==> src/rtl/adc_seq_pkg.sv <==
// Package: shared phase codes, conversion sub-steps and mode encodings
// for the ADC sequencer. Assumes a two-bit mode field.
package adc_seq_pkg;
    typedef enum logic [1:0] {
        PH_IDLE  = 2'b00,
        PH_TRACK = 2'b01,
        PH_CONV  = 2'b10
    } phase_e;

    typedef enum logic [1:0] {
        CS_START = 2'b00,
        CS_BODY  = 2'b01,
        CS_FIN   = 2'b10
    } csub_e;

    localparam logic [1:0] MODE_RSV  = 2'b00;
    localparam logic [1:0] MODE_POST = 2'b01;
    localparam logic [1:0] MODE_PRE  = 2'b10;
    localparam logic [1:0] MODE_DUAL = 2'b11;
endpackage

==> src/rtl/adc_sar_strobe.sv <==
// Strobe divider: produces a one-cycle enable every DIV+1 cycles while run
// is high. load presets the count so the first strobe arrives DIV+1 run
// cycles later. Assumes load and run are never high together.
module adc_sar_strobe #(
    parameter int DIV_W = 3
) (
    input  logic             clk,
    input  logic             rst_n,
    input  logic             load,
    input  logic             run,
    input  logic [DIV_W-1:0] div,
    output logic             strobe
);
    logic [DIV_W-1:0] cnt_q;

    assign strobe = run && (cnt_q == '0);

    // Count down while running, reload on each strobe or on load.
    always_ff @(posedge clk) begin
        if (!rst_n) begin
            cnt_q <= '0;
        end else if (load || strobe) begin
            cnt_q <= div;
        end else if (run) begin
            cnt_q <= cnt_q - 1'b1;
        end
    end
endmodule

==> src/rtl/adc_track_timer.sv <==
// Tracking window timer: after load, expired goes high in the (len+2)-th
// cycle of the window. Assumes the caller leaves the window on expired.
module adc_track_timer #(
    parameter int TK_W = 4
) (
    input  logic            clk,
    input  logic            rst_n,
    input  logic            load,
    input  logic            active,
    input  logic [TK_W-1:0] len,
    output logic            expired
);
    localparam int CW = TK_W + 1;

    logic [CW-1:0] cnt_q;

    assign expired = active && (cnt_q == '0);

    // Preload len+1 and count to zero, giving len+2 window cycles.
    always_ff @(posedge clk) begin
        if (!rst_n) begin
            cnt_q <= '0;
        end else if (load) begin
            cnt_q <= CW'(len) + CW'(1);
        end else if (active && cnt_q != '0) begin
            cnt_q <= cnt_q - 1'b1;
        end
    end
endmodule

==> src/rtl/adc_sar_reg.sv <==
// Successive-approximation register: init places the MSB trial, and each
// step settles the current bit from cmp and tries the next lower one. Once
// all bits are settled, further steps leave the code unchanged.
module adc_sar_reg #(
    parameter int RES_W = 10
) (
    input  logic             clk,
    input  logic             rst_n,
    input  logic             init,
    input  logic             step,
    input  logic             cmp,
    output logic [RES_W-1:0] code
);
    localparam logic [RES_W-1:0] MSB_ONE = {1'b1, {(RES_W-1){1'b0}}};

    logic [RES_W-1:0] code_q;
    logic [RES_W-1:0] mask_q;
    logic [RES_W-1:0] kept;

    // Keep or clear the bit under trial, then set the next trial bit.
    always_comb begin
        kept = cmp ? code_q : (code_q & ~mask_q);
    end

    // Advance the one-hot trial pointer from MSB towards LSB.
    always_ff @(posedge clk) begin
        if (!rst_n) begin
            code_q <= '0;
            mask_q <= '0;
        end else if (init) begin
            code_q <= MSB_ONE;
            mask_q <= MSB_ONE;
        end else if (step && mask_q != '0) begin
            code_q <= kept | (mask_q >> 1);
            mask_q <= mask_q >> 1;
        end
    end

    assign code = code_q;
endmodule

==> src/rtl/adc_seq_ctrl.sv <==
// Top: tracking/conversion phase controller. It accepts starts only when
// not busy, runs an optional timed tracking window, then a conversion of
// one start cycle, SAR_PERIODS strobe periods and one finish cycle.
// Assumes SAR_PERIODS > RES_W so the code has settled before the finish.
module adc_seq_ctrl
    import adc_seq_pkg::*;
#(
    parameter int RES_W       = 10,
    parameter int SAR_PERIODS = 13,
    parameter int TK_W        = 4,
    parameter int DIV_W       = 3
) (
    input  logic             clk,
    input  logic             rst_n,
    input  logic             conv_start,
    input  logic             trk_req,
    input  logic [1:0]       trk_mode,
    input  logic [TK_W-1:0]  trk_len,
    input  logic [DIV_W-1:0] sar_div,
    input  logic             cmp_in,
    output logic             trk_en,
    output logic             sar_clk_en,
    output logic             busy,
    output logic             done,
    output logic [1:0]       phase,
    output logic [RES_W-1:0] sar_code,
    output logic [RES_W-1:0] result
);
    localparam int PW = $clog2(SAR_PERIODS + 1);
    localparam logic [PW-1:0] LAST_PER = PW'(SAR_PERIODS - 1);

    phase_e           phase_q;
    csub_e            sub_q;
    logic             timed_q;
    logic [1:0]       mode_q;
    logic [PW-1:0]    per_q;
    logic [RES_W-1:0] result_q;

    logic pre_live, start_ok, enter_conv, timer_last, strobe, hold_after;
    logic in_body, in_timed;

    // Decode acceptance and phase-change conditions.
    always_comb begin
        pre_live   = (trk_mode == MODE_PRE);
        in_timed   = (phase_q == PH_TRACK) && timed_q;
        in_body    = (phase_q == PH_CONV) && (sub_q == CS_BODY);
        start_ok   = conv_start &&
                     ((phase_q == PH_IDLE) || (phase_q == PH_TRACK && !timed_q));
        enter_conv = (start_ok && pre_live) || timer_last;
        hold_after = (mode_q == MODE_PRE) || (mode_q == MODE_DUAL);
    end

    adc_track_timer #(.TK_W(TK_W)) u_timer (
        .clk     (clk),
        .rst_n   (rst_n),
        .load    (start_ok && !pre_live),
        .active  (in_timed),
        .len     (trk_len),
        .expired (timer_last)
    );

    adc_sar_strobe #(.DIV_W(DIV_W)) u_strobe (
        .clk    (clk),
        .rst_n  (rst_n),
        .load   (enter_conv),
        .run    (in_body),
        .div    (sar_div),
        .strobe (strobe)
    );

    adc_sar_reg #(.RES_W(RES_W)) u_sar (
        .clk   (clk),
        .rst_n (rst_n),
        .init  (enter_conv),
        .step  (strobe),
        .cmp   (cmp_in),
        .code  (sar_code)
    );

    // Phase sequencing, strobe period count and result capture.
    always_ff @(posedge clk) begin
        if (!rst_n) begin
            phase_q  <= PH_IDLE;
            sub_q    <= CS_START;
            timed_q  <= 1'b0;
            mode_q   <= MODE_POST;
            per_q    <= '0;
            result_q <= '0;
        end else begin
            case (phase_q)
                PH_IDLE, PH_TRACK: begin
                    if (start_ok) begin
                        mode_q <= trk_mode;
                        if (pre_live) begin
                            phase_q <= PH_CONV;
                            sub_q   <= CS_START;
                            per_q   <= '0;
                        end else begin
                            phase_q <= PH_TRACK;
                            timed_q <= 1'b1;
                        end
                    end else if (timer_last) begin
                        phase_q <= PH_CONV;
                        sub_q   <= CS_START;
                        timed_q <= 1'b0;
                        per_q   <= '0;
                    end
                end
                PH_CONV: begin
                    case (sub_q)
                        CS_START: sub_q <= CS_BODY;
                        CS_BODY: begin
                            if (strobe) begin
                                per_q <= per_q + 1'b1;
                                if (per_q == LAST_PER) begin
                                    sub_q    <= CS_FIN;
                                    result_q <= sar_code;
                                end
                            end
                        end
                        default: begin
                            sub_q   <= CS_START;
                            phase_q <= hold_after ? PH_TRACK : PH_IDLE;
                            timed_q <= 1'b0;
                        end
                    endcase
                end
                default: phase_q <= PH_IDLE;
            endcase
        end
    end

    // Output decode from the registered phase.
    always_comb begin
        trk_en     = (phase_q == PH_TRACK) ||
                     (phase_q == PH_IDLE && pre_live && trk_req);
        busy       = in_timed || (phase_q == PH_CONV);
        done       = (phase_q == PH_CONV) && (sub_q == CS_FIN);
        sar_clk_en = strobe;
        phase      = phase_q;
        result     = result_q;
    end
endmodule

==> config.mk <==
export PLATFORM = sky130hd
export DESIGN_NAME = adc_seq_ctrl
export DESIGN_NICKNAME = d
export VERILOG_FILES = /design/src/rtl/adc_seq_pkg.sv /design/src/rtl/adc_sar_strobe.sv /design/src/rtl/adc_track_timer.sv /design/src/rtl/adc_sar_reg.sv /design/src/rtl/adc_seq_ctrl.sv
export SDC_FILE = /design/constraint.sdc
export NUM_CORES = 1
export LEC_CHECK = 0
export BUFFER_PORTS_ARGS = -buffer_cell sky130_fd_sc_hd__buf_2
export CAP_MARGIN = 20
export CORE_AREA = 5 5 72 74
export CTS_CLUSTER_DIAMETER = 40
export DETAILED_ROUTE_END_ITERATION = 12
export DIE_AREA = 0 0 77 79
export GPL_TIMING_DRIVEN = 0
export PLACE_DENSITY = 0.73
export SLEW_MARGIN = 40
export SYNTH_ARGS = -nofsm -noshare
export SYNTH_HDL_FRONTEND = slang
export SYNTH_HIERARCHICAL = 1
export SYNTH_SLANG_ARGS = --single-unit
==> constraint.sdc <==
create_clock -name clk -period 2.5 [get_ports clk]
set_input_delay 0.375 -clock clk [delete_from_list [all_inputs] [get_ports clk]]
set_output_delay 0.375 -clock clk [all_outputs]
set_load 0.05 [all_outputs]
Word level (Yosys, flattened, before mapping)
Index checks and enable logic that the tools add are counted.
- bitwise logic cells: 4
- equality and inequality tests: 16
- reductions and logical operators: 40
- $add $sub $neg: 4
- mux-type cells: 33
- operators with widths (operator ; count):
    $mux W10 ; 5
    $mux W4 ; 5
    $mux W2 ; 9
    $logic_and A1 B1 Y1 ; 13
    $pmux W2 S2 ; 3
    $and A10 B10 Y10 ; 1
    $eq A2 B2 Y1 const B ; 5
    $mux W5 ; 2
    $not A10 Y10 ; 1
    $or A10 B9 Y10 ; 1
    $reduce_and A5 Y1 ; 2
    $reduce_bool A10 Y1 ; 1
    $ne A3 B3 Y1 const B ; 3
    $pmux W4 S2 ; 1
    $reduce_and A4 Y1 ; 2
    $reduce_bool A2 Y1 ; 4
    $logic_or A1 B1 Y1 ; 6
    $mux W3 ; 2
    $ne A3 B2 Y1 const B ; 2
    $reduce_or A2 Y1 ; 3
    $add A4 B1 Y5 const B ; 1
    $logic_not A5 Y1 ; 1
    $mux W1 ; 5
    $reduce_bool A5 Y1 ; 1
    13 further kinds ; 18
- logic and storage cells: 109
- register bits after elaboration: 49
- input port bits: 14

Logic depth before layout (Yosys ltp)
Gate-level depths: netlist of the first run.
- word-level depth: 8
- depth in mapped cells: 11
- depth with buffers taken out: 9

By module
The synthesis of the first run kept the hierarchy.
- by module, submodules not included (module ; cells an instance ; instances ; area an instance (µm²)):
    adc_seq_ctrl ; 119 ; 1 ; 1014.7
    adc_sar_reg ; 86 ; 1 ; 784.5
    adc_track_timer ; 42 ; 1 ; 359.1
    adc_sar_strobe ; 20 ; 1 ; 195.2

Worst setup path after synthesis of the first run
OpenSTA, ideal clock, no wires.
- kind: register to register
- from: register phase_q[0], in the netlist phase[0]
- to: register per_q[2]
- data arrival time: 2.667 ns
- period minus slack after synthesis: 2.737 ns
- stages on the path, launching flop included: 10
- data required time: 2.430 ns
- setup time: 0.070 ns
- slack: -0.237 ns
- buffers on the path: 1
- path through: dfxtp_1 -> buf_4 -> nand2_2 -> nor2_1 -> nand2_1 -> nor4_1 -> nor2b_1 -> o21a_1 -> or4_1 -> a21oi_1
- elaborated cells on any way between the ends: 19
- those cells by class: 6 x eq/ne; 2 x mux; 11 x reduce/logical
- RTL lines (what ; line ; source):
    start, declared ; adc_seq_ctrl.sv:32 ; phase_e phase_q;
    start signal, assigned ; adc_seq_ctrl.sv:123 ; phase_q <= hold_after ? PH_TRACK : PH_IDLE;
    $eq A2 B1 Y1 ; adc_seq_ctrl.sv:45 ; in_timed = (phase_q == PH_TRACK) && timed_q;
    $logic_and A1 B1 Y1 ; adc_seq_ctrl.sv:45 ;
    via in_timed ; adc_seq_ctrl.sv:40 ; logic in_body, in_timed;
    $logic_and A1 B1 Y1 ; adc_track_timer.sv:17 ; assign expired = active && (cnt_q == '0);
    via timer_last ; adc_seq_ctrl.sv:39 ; logic pre_live, start_ok, enter_conv, timer_last, strobe, hold_after;
    $ne A3 B3 Y1 (no line) ; n/a ;
    $reduce_and A5 Y1 (no line) ; n/a ;
    end signal, assigned ; adc_seq_ctrl.sv:114 ; per_q <= per_q + 1'b1;
    end, declared ; adc_seq_ctrl.sv:36 ; logic [PW-1:0] per_q;
The timed path passes the listed nets, and every way through them passes these cells.
A chain may end at the register's enable or synchronous reset.

Worst setup path after layout of the first run
- from: register phase_q[0], in the netlist phase[0]
- to: register per_q[2]
- elaborated cells on any way between the ends: 19
- those cells by class: 6 x eq/ne; 2 x mux; 11 x reduce/logical
- RTL lines (what ; line ; source):
    $eq A2 B2 Y1 ; adc_seq_ctrl.sv:46 ; in_body = (phase_q == PH_CONV) && (sub_q == CS_BODY);
    $logic_and A1 B1 Y1 ; adc_seq_ctrl.sv:46 ;
    via in_body ; adc_seq_ctrl.sv:40 ;
    $logic_and A1 B1 Y1 ; adc_sar_strobe.sv:16 ; assign strobe = run && (cnt_q == '0);
    $ne A2 B1 Y1 (no line) ; n/a ;
    $reduce_and A5 Y1 (no line) ; n/a ;
The timed path passes the listed nets, and every way through them passes these cells.

==> results.toml, run 1 <==
[drt]
post_drt_wl_per_cell_um = 14.1
drt-total-wl_um = 5270
route.vias.total = 2063
avgViaCountPerCell = 5.52
drc = 0
dr.pass1.iters = 4
ant_nets = 0
drt-initial-drc-count = 158

[worst_setup_path]
end_kind = "flip-flop"
critPathMaxFanout = 9
crit_arrival_ps = 2630
reg2regPathDepth = 9
crit_type = "reg2reg"
start_kind = "flip-flop"
worstPathRequired_ps = 2740

[placed_design]
place_ws_ps = -42.5
dp.cells = 360
port_buffers = 39
dp_hpwl_um = 3680
gp_congestion = 0.857

[timing]
fin_ws_ps = 110
finClkSkew_ps = 6.99
finalSetupViolations = 0
tightestPinTransition_ps = 657
maxSlewHeadroom_pct = 55.8
rsz0062_at_grt = "false"
post-route-period-util_pct = 95.6
fmax_mhz = 418
finalHoldViolCount = 0
fin_crit_ps = 2390
fin_setup_tns_ps = 0
slew_violations = 0

[power_and_ir_drop]
p_per_area_mw_per_mm2 = 537
p_sw_share_pct = 28.2
p_switching_w = 0.000422
pwr-share-comb_pct = 15.1
irDropWorstVdd_uv = 343
internal_power_w = 0.00107
pwr-share-seq_pct = 54.1
power.leakage_nw = 1.22
clkPwrFrac_pct = 30.7

[global_route]
gr-usage-met2_pct = 31.9
grt.overflow.total = 0
grt_pass1_wl_um = 8910
grt_use_met3_pct = 3.74
top_usage_layer = "met2"
antenna_found_initial = 0
grt_pass1_vias = 1962
grt_use_total_pct = 17.9
grt_max_degree = 16
met1_usage_pct = 21.3

[die]
ios = 40
num_rows = 25
die_x_um = 77
core-area_mm2 = 0.00454
dieArea_mm2 = 0.00608
floorplan.initialDensity_pct = 51.9
dieHeight_um = 79

[synth]
ys_async_sr_fraction_pct = 0
synth_area_per_cell_um2 = 8.81
synth_area_mm2 = 0.00235
yosysSeqAreaShare_pct = 40.8
yosys.area_share.xor_xnor_pct = 1.49
yosysUniqueCellTypes = 58
synth_top_family_by_area = "simple AND/OR/NAND/NOR gates"
muxShareOfSynthArea_pct = 4.68
synth-compound-area-share_pct = 19.5
synth-adder-area-share_pct = 3.19
yosysWarnings = 6
ys.flop_type = "dfxtp_1"
synth-edff-count = 0
synth-seq-cells = 48
synth_cells = 267
postSynthNetCount = 287
yosys.area_share.simple_pct = 22.8

[cts]
hold_buffers = 0
worstSkewPairLatency_ps = 310
cts-root-buf = "clkbuf_8"
cts_sinks = 48
htreeDepth = 2
clk_pin_slew_worst_paths_ps = 90
numCtsBuffers = 5
cts_tree = "built"
clockBufferDepth = 2

[cells_and_area]
stdcell_count = 374
final_util_pct = 61.4
final_net_count = 339
area_delta_synth_final_pct = 18.2
layout_common_cells = "46 x dfxtp_1, 40 x buf_2, 22 x nand2_1"
drive_gt1_share_pct = 24.7
final_common_cell = "dfxtp_1"
num_antenna_cells = 0

[outcome]
outcome = "completed"

[job]
timing.max_cap.violations = 0

[worst_hold_path]
hp-class = "in2reg"
holdPathStages = 3
-- layer usage --
metal | share of wire (%) | wire length, µm | up-vias
li1 | - | - | 1047
met1 | 44 | 2310 | 973
met2 | 51 | 2670 | 38
met3 | 4.2 | 222 | 5
met4 | 1.4 | 76 | 0
met5 | 0 | 0 | -
-- repair_timing --
| item | 4_1_cts | 5_1_grt |
|---|---|---|
| endpoints found under the setup margin | 13 | 18 |
| setup buffers | 0 | 6 |
| pin swaps | 0 | 3 |
| resized for setup | 2 | 3 |
| gates cloned | 0 | 0 |
-- metrics by stage --
| stage | area [µm²] | power [W] | hold slack [ps] |
|---|---|---|---|
| global placement | 2630 | 0.00104 | 452 |
| finish | 2780 | 0.00149 | 318 |
| CTS | 2720 | 0.00151 | 318 |
| global route | 2780 | 0.00158 | 334 |
| detailed placement | 2630 | 0.00104 | 467 |
| floorplan | 2370 | 0.000987 | 436 |
-- state kept, by name, indices dropped and copies added (netlist names) --
signal / cells
mode_q: 1
sub_q: 2
timed_q: 1
result: 10
per_q: 4
u_sar/mask_q: 10
phase: 2
u_strobe/cnt_q: 3
u_sar/code: 10
u_timer/cnt_q: 5
-- final cells by class --
type	count	area, µm²
Sequential cell	48	963
Clock buffer	5	68.8
Inverter	20	75.1
Buffer	13	104
Clock inverter	3	18.8
Tap cell	54	67.6
Timing Repair Buffer	45	240
Multi-Input combinational cell	186	1240
Fill cell	392	1750
-- critical path, stage by stage (launching register included) --
cell and delay (ps):
dfxtp_2 320, buf_4 160, nor3b_4 290, and2_4 230, and3b_1 170, buf_6 110
nand3b_1 110, a32o_2 290, or4_1 500, a21oi_1 140
-- worst paths after layout --
| path | from | endpoint | slack, ps |
|---|---|---|---|
| max | phase[0] | per_q[2] | 110 |
| min | sar_div[1] | u_strobe/cnt_q[1] | 320 |
| max reg2reg | phase[0] | per_q[2] | 110 |
| min reg2reg | mode_q[1] | mode_q[1] | 470 |
-- Yosys cell counts (2+ instances only) --
cell type	count	area share (%)
a21oi_1	20	4.3
a21oi_2	2	0.74
a31oi_1	2	0.53
a32oi_1	2	0.74
and2_1	2	0.53
buf_6	5	2.4
clkbuf_1	4	0.64
dfxtp_1	48	41
ha_1	6	3.2
inv_1	20	3.2
mux2i_1	11	4.7
nand2_1	22	3.5
nand2b_1	14	3.7
nand3_1	10	2.1
nand4_1	3	0.80
nor2_1	16	2.6
nor2b_1	6	1.6
nor3_1	6	1.3
o211ai_1	6	1.9
o21a_1	6	1.9
o21ai_0	10	2.1
o21ai_1	2	0.43
o21bai_1	2	0.64
o311a_1	3	1.3
o31ai_1	4	1.3
xnor2_1	2	0.74
xor2_1	2	0.74
-- power groups by stage --
stage | sequential (W) | clock, W | combinational, W
after floorplan | 0.000833 | 0 | 0.000154
after global placement | 0.000824 | 0 | 0.000216
after detailed placement | 0.000825 | 0 | 0.000219
after CTS | 0.000808 | 0.000478 | 0.000221
after global routing | 0.000814 | 0.000513 | 0.000249
final | 0.000809 | 0.000459 | 0.000226
-- logic make-up after synthesis --
logic type | count (synthesis)
flip-flops | 48
multiplexers | 11
AO/OA/AOI/OAI | 68
XOR/XNOR | 4
buffers and inverters | 33
AND/OR/NAND/NOR | 97
adder cells (fa/ha/maj) | 6
No activity file was read; power rests on OpenSTA's default activity.
==> inputs of run 2 (changes only) <==
Settings changed: CORE_AREA 5 5 72 74 to 5 5 69 71, DIE_AREA 0 0 77 79 to 0 0 74 76, GPL_TIMING_DRIVEN 0 to 1, PLACE_DENSITY 0.73 to 0.79.
Clock period 2.5 ns to 2.9 ns, I/O delays scaled along.
==> results.toml, run 2 (synthesis gave the netlist of run 1 again) <==
[job]
timing.max_cap.violations = 0

[global_route]
antenna_found_initial = 0
grt_max_degree = 30
grt_pass1_vias = 1950
grt_use_total_pct = 19.2
grt.overflow.total = 0
grt_pass1_wl_um = 8780

[drt]
drt-initial-drc-count = 146
route.vias.total = 2037
drt-total-wl_um = 4950
ant_nets = 0
dr.pass1.iters = 4
avgViaCountPerCell = 5.66
post_drt_wl_per_cell_um = 13.8
drc = 0

[cts]
numCtsBuffers = 5
clk_pin_slew_worst_paths_ps = 90
htreeDepth = 2
cts-root-buf = "clkbuf_8"
postCtsSetupBuffers = 0
worstSkewPairLatency_ps = 300
cts_sinks = 48
hold_buffers = 0
ctsResizeCount = 0
clockBufferDepth = 2
cts_tree = "built"

[timing]
rsz0062_at_grt = "false"
finalSetupViolations = 0
fin_crit_ps = 2620
finClkSkew_ps = 7.30
post-route-period-util_pct = 90.3
holdWs_ps = 394
maxSlewHeadroom_pct = 52.8
slew_violations = 0
fmax_mhz = 382
tightestPinTransition_ps = 702
fin_setup_tns_ps = 0
finalHoldViolCount = 0

[power_and_ir_drop]
p_per_area_mw_per_mm2 = 508
irDropWorstVdd_uv = 440
power.leakage_nw = 1.18

[die]
num_rows = 24
core-area_mm2 = 0.00417
dieArea_mm2 = 0.00562
floorplan.initialDensity_pct = 56.4
ios = 40
die_x_um = 74
dieHeight_um = 76

[cells_and_area]
layout_common_cells = "48 x dfxtp_1, 39 x buf_2, 22 x nand2_1"
num-fill-cells = 349
drive_gt1_share_pct = 21.4
final_net_count = 327
final_common_cell = "dfxtp_1"
area_delta_synth_final_pct = 13.8
num_antenna_cells = 0

[placed_design]
port_buffers = 39
gp_congestion = 0.828
dp_hpwl_um = 3670

[worst_setup_path]
crit_type = "reg2out"
critPathMaxFanout = 29
rr_startpoint = "phase[0]"
regToRegSetupSlack_ps = 380
start_kind = "flip-flop"
end_kind = "primary output"
r2r_end = "per_q[2]"
reg2regPathDepth = 9
crit_arrival_ps = 2180
worstPathRequired_ps = 2470

[worst_hold_path]
min_to = "u_strobe/cnt_q[1]"
hp-class = "in2reg"
holdPathStages = 3
holdCritStartpoint = "sar_div[1]"

[outcome]
outcome = "completed"
==> run 2: cell types whose count changed in the layout (fill, tap and decap cells not counted), moves of 2 or more <==
| cell | before | now |
|---|---|---|
| buf_6 | 5 | 0 |
| clkbuf_1 | 4 | 0 |
| clkinv_2 | 2 | 0 |
| dfxtp_1 | 46 | 48 |
| dfxtp_2 | 2 | 0 |
==> run 2: report_power, final <==
part           leakage, nW  switching [W]  internal [W]  total (W)
clock network       0.0548       0.000225      0.000260   0.000485
registers            0.389      0.0000226      0.000677   0.000700
logic                0.733       0.000106     0.0000697   0.000176
==> run 2: how the worst max path moves through the flow <==
stage	start	end	slack [ps]	cells after the start
floorplan	phase[0]	per_q[2]	160	9
global route	phase[0]	per_q[2]	70	9
finish	phase[1]	sar_clk_en	280	5
detailed placement	phase[0]	per_q[2]	420	9
global placement	phase[0]	per_q[2]	490	9
CTS	phase[1]	sar_clk_en	290	5
==> run 2: layer usage <==
metal / routed length (µm) / GRT usage [%]
met5: 0 / 0
met4: 53 / 6.88
met3: 245 / 3.43
met2: 2370 / 30.8
met1: 2280 / 25.5
==> run 2: area by class of cell <==
cell class,instances,area [µm²],area share [%]
Multi-Input combinational cell,186,1210,45.3
Sequential cell,48,961,35.9
Inverter,20,75.1,2.80
Clock buffer,5,68.8,2.57
Clock inverter,3,46.3,1.73
Tap cell,52,65.1,2.43
Timing Repair Buffer,46,248,9.25
==> run 2: per-stage QoR <==
stage | worst slack [ps] | instances | util, % | total power [W] | area, µm²
after floorplan | 163 | 267 | - | 0.000849 | 2350
after global placement | 494 | 352 | 61.4 | 0.000885 | 2560
after detailed placement | 417 | 352 | 61.4 | 0.000890 | 2560
after CTS | 286 | 360 | 64.1 | 0.00137 | 2680
after global routing | 68.5 | 360 | 64.1 | 0.00143 | 2680
final | 281 | 360 | 64.1 | 0.00136 | 2680
==> run 2: critical path, stage by stage (launching register included) <==
cell     delay (ps)
dfxtp_1         560
nor3b_2         270
and2_1          240
and3b_1         210
buf_4           280
buf_2           320
==> inputs of run 3 (changes only) <==
--- a/config.mk
+++ b/config.mk
@@ -8,13 +8,13 @@
 export BUFFER_PORTS_ARGS = -buffer_cell sky130_fd_sc_hd__buf_2
 export CAP_MARGIN = 20
-export CORE_AREA = 5 5 69 71
+export CORE_AREA = 5 5 68 70
 export CTS_CLUSTER_DIAMETER = 40
 export DETAILED_ROUTE_END_ITERATION = 12
-export DIE_AREA = 0 0 74 76
+export DIE_AREA = 0 0 73 75
 export GPL_TIMING_DRIVEN = 1
 export PLACE_DENSITY = 0.79
+export SETUP_SLACK_MARGIN = 0.02
 export SLEW_MARGIN = 40
 export SYNTH_ARGS = -nofsm -noshare
 export SYNTH_HDL_FRONTEND = slang
-export SYNTH_HIERARCHICAL = 1
 export SYNTH_SLANG_ARGS = --single-unit
==> constraint.sdc (replaced) <==
create_clock -name clk -period 2.9 [get_ports clk]
set_input_delay 0.725 -clock clk [delete_from_list [all_inputs] [get_ports clk]]
set_output_delay 0.725 -clock clk [all_outputs]
set_load 0.05 [all_outputs]
==> results.toml, run 3 <==
[cells_and_area]
final_net_count = 323
area_delta_synth_final_pct = 12.4
num-fill-cells = 359
drive_gt1_share_pct = 20.1
register_area_um2 = 961
num_antenna_cells = 0
multi_input_area_mm2 = 0.00115
layout_common_cells = "48 x dfxtp_1, 39 x buf_2, 30 x nand2_1"
final_common_cell = "dfxtp_1"

[die]
dieHeight_um = 75
ios = 40
die_x_um = 73
num_rows = 23
floorplan.initialDensity_pct = 57.9
dieArea_mm2 = 0.00548
core-area_mm2 = 0.00391

[power_and_ir_drop]
p_per_area_mw_per_mm2 = 492
power.leakage_nw = 1.02
irDropWorstVdd_uv = 205

[timing]
finalHoldViolCount = 0
finalSetupViolations = 0
finClkSkew_ps = 6.49
fin_setup_tns_ps = 0
fmax_mhz = 405
post-route-period-util_pct = 85.1
rsz0062_at_grt = "false"
maxSlewHeadroom_pct = 58.4
tightestPinTransition_ps = 624
fin_crit_ps = 2470
fin_ws_ps = 433
slew_violations = 0

[placed_design]
place_ws_ps = 534
gp_congestion = 0.862
dp_hpwl_um = 3460
port_buffers = 39

[synth]
synth_area_mm2 = 0.00227
postSynthNetCount = 285
yosysTopAreaCell = "dfxtp_1"
ys_async_sr_fraction_pct = 0
yosysMostFrequentCell = "dfxtp_1"
yosysSeqAreaShare_pct = 42.4
synth.top_cell.area_share_pct = 42.4
synth_cells = 265
yosys.area_share.simple_pct = 24.0
ys_top_cells_by_count = "48 x dfxtp_1, 30 x nand2_1, 28 x a21oi_1"
synth-adder-area-share_pct = 3.31
ys.flop_type = "dfxtp_1"
yosysWarnings = 0
synth-seq-cells = 48
synth_top_family_by_area = "simple AND/OR/NAND/NOR gates"
synth_area_leaders = "dfxtp_1 42%, a21oi_1 6.2%, nand2_1 5.0%"
yosysUniqueCellTypes = 50
muxShareOfSynthArea_pct = 4.86
synth-compound-area-share_pct = 16.0
synth-edff-count = 0
yosys.area_share.xor_xnor_pct = 2.70
synth_area_per_cell_um2 = 8.56

[drt]
dr.pass1.iters = 4
avgViaCountPerCell = 5.56
drt-total-wl_um = 4650
post_drt_wl_per_cell_um = 13.1
drc = 0
drt-initial-drc-count = 113
route.vias.total = 1968
ant_nets = 0

[cts]
ctsResizeCount = 0
cts_tree = "built"
worstSkewPairLatency_ps = 300
postCtsSetupBuffers = 0
clockBufferDepth = 2
cts-root-buf = "clkbuf_8"
htreeDepth = 2
numCtsBuffers = 5
hold_buffers = 0
clk_pin_slew_worst_paths_ps = 90
cts_sinks = 48

[worst_setup_path]
start_kind = "flip-flop"
critPathMaxFanout = 6
crit_arrival_ps = 1740
startpoint = "u_strobe.cnt_q[0]"
worstPathRequired_ps = 2170
rr_startpoint = "u_strobe.cnt_q[0]"
crit_type = "reg2out"
r2r_end = "result[2]"
crit_path_end = "sar_clk_en"
end_kind = "primary output"
reg2regPathDepth = 6
regToRegSetupSlack_ps = 890

[worst_hold_path]
hp-class = "reg2reg"

[global_route]
grt.overflow.total = 0
grt_pass1_vias = 1783
grt_max_degree = 24
grt_pass1_wl_um = 7790
antenna_found_initial = 0
grt_use_total_pct = 17.9

[outcome]
outcome = "completed"

[job]
timing.max_cap.violations = 0
run 3: cell count changes after synthesis, sizes merged, moves of 4 or more:
cell,change
o21a,-4
nand2,+6
o31ai,-4
nand3,+5
o211ai,-5
nor2,+9
nand2b,-10
a21oi,+7
run 3: kinds of logic (layout without fill, tap and decap cells):
| kind of cell | Yosys count | in the layout |
|---|---|---|
| buf+inv | 29 | 68 |
| simple gates | 102 | 102 |
| mux | 11 | 11 |
| fa+ha+maj | 6 | 6 |
| xor+xnor | 7 | 7 |
| compound gates | 62 | 62 |
| flops | 48 | 48 |
run 3: how the worst min path moves through the flow:
stage | from | endpoint | slack [ps] | cells past startpoint
floorplan | mode_q[1] | mode_q[1] | 440 | 2
global placement | mode_q[1] | mode_q[1] | 450 | 2
detailed placement | mode_q[1] | mode_q[1] | 460 | 2
CTS | mode_q[1] | mode_q[1] | 480 | 2
global route | mode_q[1] | mode_q[1] | 500 | 2
finish | mode_q[1] | mode_q[1] | 470 | 2
run 3: cell type report:
cell class	instances	share of cell area, %
repair buffers	42	8.54
well taps	50	2.45
multi-input cells	188	45.2
clock inverters	3	0.736
inverters	18	2.65
flip-flops and latches	48	37.7
clock buffers	5	2.70
run 3: power by group:
part | switching, W | leakage [nW] | internal [W]
combinational | 0.000105 | 0.587 | 0.0000608
sequential | 0.0000208 | 0.389 | 0.000675
clock | 0.000225 | 0.0479 | 0.000168
total | 0.000350 | 1.02 | 0.000904
run 3: worst max-delay path, stage by stage (launching register included):
cell and delay [ps]:
dfxtp_1 340, inv_1 80, ha_1 180, nor2b_1 350, nand2_1 150, inv_2 90
buf_2 260
run 3: per-layer routing:
| metal | share of wire, % | up-vias | track usage (%) |
|---|---|---|---|
| met5 | 0 | - | 0 |
| met4 | 1.3 | 0 | 7.38 |
| met3 | 5.5 | 5 | 3.07 |
| met2 | 48 | 57 | 29.9 |
| met1 | 45 | 911 | 22.9 |
| li1 | - | 995 | - |
run 3: stage by stage:
stage | hold WS, ps | instances | total power (W) | util (%) | area [µm²]
6_report | 472 | 354 | 0.00125 | 65.1 | 2550
3_3_place_gp | 449 | 346 | 0.000874 | 62.9 | 2460
3_5_place_dp | 463 | 346 | 0.000876 | 62.9 | 2460
4_1_cts | 475 | 354 | 0.00126 | 65.1 | 2550
2_1_floorplan | 436 | 265 | 0.000841 | - | 2270
5_1_grt | 497 | 354 | 0.00131 | 65.1 | 2550
